[src/rtl/acc_cpu_pkg.sv]
package acc_cpu_pkg;

  typedef enum logic [1:0] {
    OP_ADD = 2'b00,
    OP_AND = 2'b01,
    OP_JMP = 2'b10,
    OP_INC = 2'b11
  } opcode_t;

  typedef enum logic [1:0] {
    ST_FETCH  = 2'd0,
    ST_DECODE = 2'd1,
    ST_EXEC   = 2'd2,
    ST_OPRD   = 2'd3
  } cpu_state_t;

  // strobes from sequencer to datapath
  typedef struct packed {
    logic irLoad;
    logic pcInc;
    logic pcJump;
    logic addrFromIr;
    logic accAdd;
    logic accAnd;
    logic accInc;
  } ctrl_t;

endpackage

[src/rtl/acc_cpu_mem.sv]
module acc_cpu_mem #(
  parameter int ADDR_W = 6,
  parameter int DATA_W = 8
) (
  input  logic              clk,
  input  logic [ADDR_W-1:0] addr,
  input  logic              we,
  input  logic [DATA_W-1:0] wdata,
  output logic [DATA_W-1:0] rdata
);
  localparam int DEPTH = 1 << ADDR_W;

  logic [DATA_W-1:0] store [DEPTH];

  always_ff @(posedge clk) begin
    if (we) store[addr] <= wdata;
    rdata <= store[addr];
  end
endmodule

[src/rtl/acc_cpu_ctrl.sv]
module acc_cpu_ctrl
  import acc_cpu_pkg::*;
(
  input  logic       clk,
  input  logic       rst,
  input  opcode_t    op,
  output ctrl_t      ctl,
  output cpu_state_t state
);
  cpu_state_t stateNext;

  always_ff @(posedge clk) begin
    if (rst) state <= ST_FETCH;
    else     state <= stateNext;
  end

  always_comb begin
    ctl       = '0;
    stateNext = state;
    unique case (state)
      ST_FETCH: begin
        ctl.pcInc = 1'b1;
        stateNext = ST_DECODE;
      end
      ST_DECODE: begin
        ctl.irLoad = 1'b1;
        stateNext  = ST_EXEC;
      end
      ST_EXEC: begin
        unique case (op)
          OP_JMP: begin
            ctl.pcJump = 1'b1;
            stateNext  = ST_FETCH;
          end
          OP_INC: begin
            ctl.accInc = 1'b1;
            stateNext  = ST_FETCH;
          end
          default: begin
            ctl.addrFromIr = 1'b1;
            stateNext      = ST_OPRD;
          end
        endcase
      end
      ST_OPRD: begin
        ctl.accAdd = (op == OP_ADD);
        ctl.accAnd = (op == OP_AND);
        stateNext  = ST_FETCH;
      end
      default: stateNext = ST_FETCH;
    endcase
  end
endmodule

[src/rtl/acc_cpu_dpath.sv]
module acc_cpu_dpath
  import acc_cpu_pkg::*;
#(
  parameter int ADDR_W = 6,
  parameter int DATA_W = 8
) (
  input  logic              clk,
  input  logic              rst,
  input  ctrl_t             ctl,
  input  logic [DATA_W-1:0] memRdata,
  output logic [ADDR_W-1:0] memAddr,
  output opcode_t           op,
  output logic [DATA_W-1:0] acc,
  output logic [ADDR_W-1:0] pc,
  output logic [DATA_W-1:0] ir
);
  localparam int OP_W = DATA_W - ADDR_W;

  logic [ADDR_W-1:0] irAddr;

  assign irAddr  = ir[ADDR_W-1:0];
  assign op      = opcode_t'(ir[DATA_W-1 -: OP_W]);
  assign memAddr = ctl.addrFromIr ? irAddr : pc;

  always_ff @(posedge clk) begin
    if (rst) begin
      pc  <= '0;
      ir  <= '0;
      acc <= '0;
    end else begin
      if (ctl.pcJump)     pc <= irAddr;
      else if (ctl.pcInc) pc <= pc + 1'b1;
      if (ctl.irLoad)     ir <= memRdata;
      if (ctl.accAdd)      acc <= acc + memRdata;
      else if (ctl.accAnd) acc <= acc & memRdata;
      else if (ctl.accInc) acc <= acc + 1'b1;
    end
  end
endmodule

[src/rtl/acc_cpu_core.sv]
module acc_cpu_core
  import acc_cpu_pkg::*;
#(
  parameter int ADDR_W = 6
) (
  input  logic                clk,
  input  logic                rst,
  input  logic                loadEn,
  input  logic [ADDR_W-1:0]   loadAddr,
  input  logic [ADDR_W+1:0]   loadData,
  output logic [ADDR_W+1:0]   acc,
  output logic [ADDR_W-1:0]   pc
);
  localparam int DATA_W = ADDR_W + 2;

  ctrl_t             ctl;
  cpu_state_t        cpuState;
  opcode_t           op;
  logic [ADDR_W-1:0] cpuAddr;
  logic [ADDR_W-1:0] memAddr;
  logic [DATA_W-1:0] memRdata;
  logic [DATA_W-1:0] ir;
  logic              memWe;

  // load port owns the memory only while reset is held
  assign memAddr = rst ? loadAddr : cpuAddr;
  assign memWe   = rst & loadEn;

  acc_cpu_mem #(.ADDR_W(ADDR_W), .DATA_W(DATA_W)) u_mem (
    .clk(clk), .addr(memAddr), .we(memWe), .wdata(loadData), .rdata(memRdata)
  );

  acc_cpu_ctrl u_ctrl (
    .clk(clk), .rst(rst), .op(op), .ctl(ctl), .state(cpuState)
  );

  acc_cpu_dpath #(.ADDR_W(ADDR_W), .DATA_W(DATA_W)) u_dpath (
    .clk(clk), .rst(rst), .ctl(ctl), .memRdata(memRdata), .memAddr(cpuAddr),
    .op(op), .acc(acc), .pc(pc), .ir(ir)
  );
endmodule

[config.mk]
export PLATFORM = sky130hd
export DESIGN_NAME = acc_cpu_core
export DESIGN_NICKNAME = d
export VERILOG_FILES = /design/src/rtl/acc_cpu_pkg.sv /design/src/rtl/acc_cpu_mem.sv /design/src/rtl/acc_cpu_ctrl.sv /design/src/rtl/acc_cpu_dpath.sv /design/src/rtl/acc_cpu_core.sv
export SDC_FILE = /design/constraint.sdc
export NUM_CORES = 1
export LEC_CHECK = 0
export ABC_AREA = 1
export BUFFER_PORTS_ARGS = -buffer_cell sky130_fd_sc_hd__buf_2
export CAP_MARGIN = 5
export CORE_UTILIZATION = 65
export CTS_BUF_LIST = sky130_fd_sc_hd__clkbuf_4
export CTS_CLUSTER_DIAMETER = 100
export DETAILED_ROUTE_END_ITERATION = 10
export GPL_TIMING_DRIVEN = 0
export PLACE_DENSITY_LB_ADDON = 0.12
export REMOVE_ABC_BUFFERS = 1
export SLEW_MARGIN = 20
export SYNTH_ARGS = -nofsm -noshare
export SYNTH_HDL_FRONTEND = slang
export SYNTH_HIERARCHICAL = 1
export SYNTH_SLANG_ARGS = --single-unit
[constraint.sdc]
create_clock -name clk -period 3.5 [get_ports clk]
set_clock_uncertainty 0.15 [all_clocks]
set_input_delay 0.7 -clock clk [delete_from_list [all_inputs] [get_ports clk]]
set_output_delay 0.7 -clock clk [all_outputs]
set_load 0.02 [all_outputs]
==> impl_metrics.toml, run 1 <==
[clock_tree]
cts-root-buf = "clkbuf_4"
cts_tree = "yes"
clkTransAtPathRegs_ns = 0.06
cts.sinks = 544
numCtsBuffers = 138
clk_latency_ns = 0.84
cts_buffer_depth = 3
htree_levels = 4

[worst_setup_path]
cp_data_required_time_ns = 3.80
cp_slowest_cell = "nor2_4"
crit_family = "simple AND/OR/NAND/NOR gates"
crit_path_end_kind = "flip-flop"
path_buf_inv = 3
max_stage_delay_ns = 0.41
worstSetupPathDepth = 10
worst-setup-path-type = "flip-flop to flip-flop"
path_max_fanout = 25
cpMostUsedCell = "nor2_4"
crit_arrival_ns = 3.77
cp_cell_sequence = "nand3_1, inv_2, buf_4, mux2_2, nand2_1, nand2_8, buf_16, nor2_4, nand3_4, nor2_4"
cp-start-kind = "flip-flop"
reg2reg_depth = 10

[detailed_routing]
dr.pass1.iters = 9
vias = 18100
wl_per_cell_um = 20.0
via_per_inst = 5.76
drt_iter0_markers = 2117
wirelength_mm = 62.8
drcViolationCount = 0
ant_nets = 0

[power_and_ir_drop]
p_seq_share_pct = 49.1
pwr-share-clk_pct = 37.5
p_leak_nw = 11.7
peakVddDrop_v = 0.000487
combPwrFrac_pct = 13.4
internal-power_mw = 10.8
power.density_nw_per_um2 = 530
switchingPower_mw = 3.93
netSwitchingFraction_pct = 26.7

[timing]
relSlewSlack_pct = 46.1
setup_viol = 0
finalCritPeriodShare_pct = 99.1
worst_slew_pin_slew_ns = 0.805
fmax_ghz = 0.288
min_period_ns = 3.47
finalMaxSlewViolations = 0
hold_violations = 0
fin_ws_ns = 0.0327

[cells_and_area]
fin_nets = 2616
synthToLayoutAreaGrowth_pct = 16.4
mostFrequentLayoutCell = "nand2_1"
drive_above_1_share_pct = 16.0
layout_common_cells = "1454 x nand2_1, 512 x edfxtp_1, 190 x clkbuf_4, 64 x nor2_1, 62 x nor2_4"
postLayoutCellArea_um2 = 27800

[die]
core_um2 = 35800
rows = 69
die_h_um = 194
io_pins = 31
die-area_um2 = 37500
initial_core_util_pct = 66.6
die_w_um = 194

[logic_synthesis]
synthesis.area_um2 = 23900
synth.mux.area_fraction_pct = 0.142
synth-compound-area-share_pct = 1.48
ys_seq_elements = 544
netlist.area_leader.share_pct = 64.4
synth.avg_cell_area_um2 = 9.71
yosysSeqAreaShare_pct = 67.1
synthArstFlopShare_pct = 0
synth_xor_xnor_area_share_pct = 0.220
synthCells = 2456
yosys.area_share.simple_pct = 26.7
synth_edf_count = 512
synth_top_family_by_area = "simple AND/OR/NAND/NOR gates"
synth_flop_cell = "edfxtp_1"
synth_top_area_cell = "edfxtp_1"
synthAdderAreaFrac_pct = 0.608
synth.area.top_cells = "edfxtp_1 64%, nand2_1 23%, dfxtp_1 2.7%"
synth_cell_types = 39
yosys_warnings = 6

[grt]
antenna_found_initial = 1
grtUsageMet2_pct = 52.8
grt_overflow = 0
grt_use_total_pct = 32.2
grt_pass1_wl_mm = 91.3
grt_max_degree = 76
grt_most_used_layer = "met2"
grt_use_met1_pct = 41.1
use_met3_pct = 6.47
grt_pass1_vias = 17000

[flow_run]
maxCapViolCount = 0

[outcome]
status = "complete, no violations"

[placement]
io_buffers = 30
place_ws_ns = -1.67
globalplace.congestion = 0.874
dp_hpwl_mm = 31.1
placed_area_um2 = 24300

[hold_path]
whs_path_depth = 2
holdCritPathClass = "primary input to flip-flop"
## per-layer routing
metal  share of wire [%]  wire (um)  vias to the layer above
met5                   0          0                        -
met1                  36      22800                     8376
met3                  11       6920                      262
met2                  48      30000                     1169
met4                 4.9       3090                        0
li1                    -          -                     8294
## logic make-up after synthesis
group,after synthesis
fa+ha+maj,11
xor+xnor,6
compound gates,65
simple gates,1650
flops,544
buf+inv,177
mux,3
## area by class of cell
class	count	area (um^2)
clock inverters	40	344
repair inverters	2	16.3
multi-input cells	1737	7670
repair buffers	97	1390
well taps	461	577
diodes	1	2.50
inverters	68	315
flip-flops and latches	544	16000
clock buffers	190	1430
fillers	2227	8070
## synth_stat cells, types with 3 or more instances
cell type / number
o211ai_1: 6
o21ai_1: 9
nand3b_1: 3
clkbuf_1: 23
nor2_1: 129
nand3_1: 24
mux2_2: 3
a21oi_1: 21
or2_2: 4
nand2_1: 1460
ha_1: 10
buf_6: 16
nand3_2: 4
buf_4: 10
nor2_2: 3
buf_1: 4
dfxtp_1: 32
inv_1: 59
nor3_2: 9
o21ai_0: 24
xor2_1: 4
inv_2: 8
nor3_1: 4
or2_1: 3
buf_2: 55
edfxtp_1: 512
## path summary, 6_finish.rpt
kind | slack, ns | to | from
worst max-delay path | 0.03 | u_mem/store[8][7] | u_ctrl/state[1]
worst min-delay path | 0.1 | u_ctrl/state[1] | rst
worst min register to register | 0.35 | u_dpath/ir[2] | u_mem/rdata[2]
worst max register to register | 0.03 | u_mem/store[8][7] | u_ctrl/state[1]
## power by group through the flow
stage          sequential [mW]  combinational, mW  clock [mW]
3_3_place_gp              7.37               1.68           0
5_1_grt                   7.23               2.13        5.91
6_report                  7.23               1.98        5.51
3_5_place_dp              7.37               1.58           0
2_1_floorplan             7.36               1.10           0
4_1_cts                   7.23               1.83        5.54
## metrics by stage
step	hold WS [ns]	util (%)	cells	setup TNS [ns]	total power, mW
after global placement	0.345	66.8	2838	-6429.84	9.05
after floorplan	0.304	-	2347	-2733.12	8.46
after CTS	0.0304	75.6	3101	-0.00148	14.6
final	0.0996	77.5	3140	0	14.7
after detailed placement	0.348	67.8	2851	-570.53	8.96
after global routing	0.0902	77.5	3140	-1.03	15.3
## registers in the layout, indices dropped and copies added, names as in the netlist
name	count
u_dpath/ir	8
u_ctrl/state	2
u_dpath/pc	6
u_mem/rdata	8
u_mem/store	512
u_dpath/acc	8
## repair_timing
item,4_1_cts,5_1_grt
pin swaps,9,27
resized for setup,141,30
hold buffers,0,0
setup buffers,7,34
endpoints found under the setup margin,520,463
cloned,13,4
Power figures use the tool's default switching activity.
==> run 2, diff against run 1 <==
--- a/config.mk
+++ b/config.mk
@@ -6,7 +6,7 @@
 export NUM_CORES = 1
 export LEC_CHECK = 0
 export ABC_AREA = 1
-export BUFFER_PORTS_ARGS = -buffer_cell sky130_fd_sc_hd__buf_2
+export BUFFER_PORTS_ARGS = -buffer_cell sky130_fd_sc_hd__buf_4
 export CAP_MARGIN = 5
 export CORE_UTILIZATION = 65
 export CTS_BUF_LIST = sky130_fd_sc_hd__clkbuf_4
==> impl_metrics.toml, run 2 (synthesis results as in run 1) <==
[power_and_ir_drop]
fin_total_pwr_mw = 14.4
p_leak_nw = 11.6
power.density_nw_per_um2 = 524
peakVddDrop_v = 0.000434

[timing]
setup_viol = 0
hold_violations = 0
min_period_ns = 3.49
setup_tns_ns = 0
whs_ns = 0.0700
finalMaxSlewViolations = 0
fmax_ghz = 0.286
finalCritPeriodShare_pct = 99.8
relSlewSlack_pct = 45.5
worst_slew_pin_slew_ns = 0.813
rsz0062_at_grt = "yes"

[cells_and_area]
layout_common_cells = "1456 x nand2_1, 512 x edfxtp_1, 199 x clkbuf_4, 63 x nor2_1, 58 x buf_4"
synthToLayoutAreaGrowth_pct = 15.3
drive_above_1_share_pct = 16.0
regMostFlops = "u_mem/store"
layoutNonFillerInstCount = 3141
num-fill-cells = 2306
mostFrequentLayoutCell = "nand2_1"
fin_nets = 2612
largest_reg_flops = 512

[grt]
grt_pass1_vias = 17000
grt_max_degree = 73
grt_most_used_layer = "met2"
use_met3_pct = 7.69
grt_use_met1_pct = 39.1
antenna_found_initial = 3
grtUsageMet2_pct = 51.7
grt_use_total_pct = 31.5
grt_pass1_wl_mm = 89.5
grt_overflow = 0

[die]
initial_core_util_pct = 66.6
core_um2 = 35800
die_w_um = 194
die_h_um = 194
io_pins = 31
die-area_um2 = 37500
rows = 69

[detailed_routing]
via_per_inst = 5.67
drcViolationCount = 0
vias = 17800
wl_per_cell_um = 19.3
drt_iter0_markers = 1748
dr.pass1.iters = 9
wirelength_mm = 60.7
ant_nets = 0

[worst_setup_path]
worst-setup-path-type = "flip-flop to flip-flop"
reg2reg_from = "u_dpath/ir[7]"
crit_arrival_ns = 3.82
path_max_fanout = 9
cp_data_required_time_ns = 3.83
crit_path_end_kind = "flip-flop"
worstSetupStartpoint = "u_dpath/ir[7]"
cp-start-kind = "flip-flop"

[placement]
globalplace.congestion = 0.892
io_buffers = 30
dp_hpwl_mm = 31.1
dpl.cell_count = 2850

[clock_tree]
clk_latency_ns = 0.88
htree_levels = 4
cts_buffer_depth = 3
cts-root-buf = "clkbuf_4"
numCtsBuffers = 139
cts.sinks = 544
cts_tree = "yes"
clkTransAtPathRegs_ns = 0.06

[flow_run]
maxCapViolCount = 0

[hold_path]
holdCritStartpoint = "rst"
holdCritPathClass = "primary input to flip-flop"

[outcome]
status = "complete, no violations"
[run 2: cell types whose count changed in the layout (fill, tap and decap cells not counted), moves of 4 or more]
cell | previous run | this run
nor2_4 | 62 | 57
buf_2 | 25 | 2
buf_16 | 12 | 8
bufinv_16 | 7 | 3
buf_4 | 30 | 58
nor2_2 | 6 | 12
clkbuf_4 | 190 | 199
buf_12 | 20 | 15
[run 2: final cells by class]
cell class	instances	area (um^2)	area share, %
tap	461	577	2.10
timing repair buffer	93	1220	4.45
sequential	544	16000	58.2
clock buffer	199	1490	5.43
inverter	68	322	1.17
clock inverter	35	225	0.819
multi-input combinational	1737	7630	27.7
antenna	3	7.51	0.0273
timing repair inverter	1	7.51	0.0273
[run 2: layer usage]
layer | part of all wire, % | vias to the layer above
met4 | 4.3 | 2
li1 | - | 8302
met5 | 0.021 | -
met1 | 37 | 8361
met3 | 9.7 | 213
met2 | 49 | 938
[run 2: final timing paths]
check,endpoint,slack (ns),depth (start not counted)
hold reg to reg,u_dpath/pc[4],0.37,2
setup reg to reg,u_mem/store[49][1],0.007,10
hold / removal,u_ctrl/state[0],0.07,4
setup / recovery,u_mem/store[49][1],0.007,10
[run 2: stage by stage]
step | setup WS [ns] | utilization (%) | instance area, um^2
floorplan | -7.26 | - | 23200
global placement | -16.15 | 67.1 | 24000
detailed placement | -1.62 | 67.9 | 24300
CTS | 0.00256 | 75.2 | 26900
global route | -0.125 | 76.8 | 27500
finish | 0.00681 | 76.8 | 27500
[run 2: where the power goes]
group	internal, mW	switching (mW)	total, mW
clock network	2.82	2.49	5.31
registers	7.17	0.0620	7.24
logic	0.555	1.31	1.86
total	10.5	3.86	14.4
[run 2: repair_timing]
action | in CTS | in global routing
endpoints found under the hold margin | 5 | 0
pin swaps | 10 | 15
resized for setup | 125 | 40
setup buffers | 16 | 24
hold buffers | 2 | 0
setup endpoints to repair | 520 | 471
gates cloned | 8 | 4
[run 2: critical path, stage by stage, from the launching register on]
cell	delay (ns)
dfxtp_2	0.38
inv_1	0.06
nand3_2	0.13
clkinvlp_4	0.12
o21ai_0	0.21
nand2_1	0.08
nand2_1	0.36
inv_1	0.31
nor3_4	0.45
inv_1	0.41
nor2_2	0.46
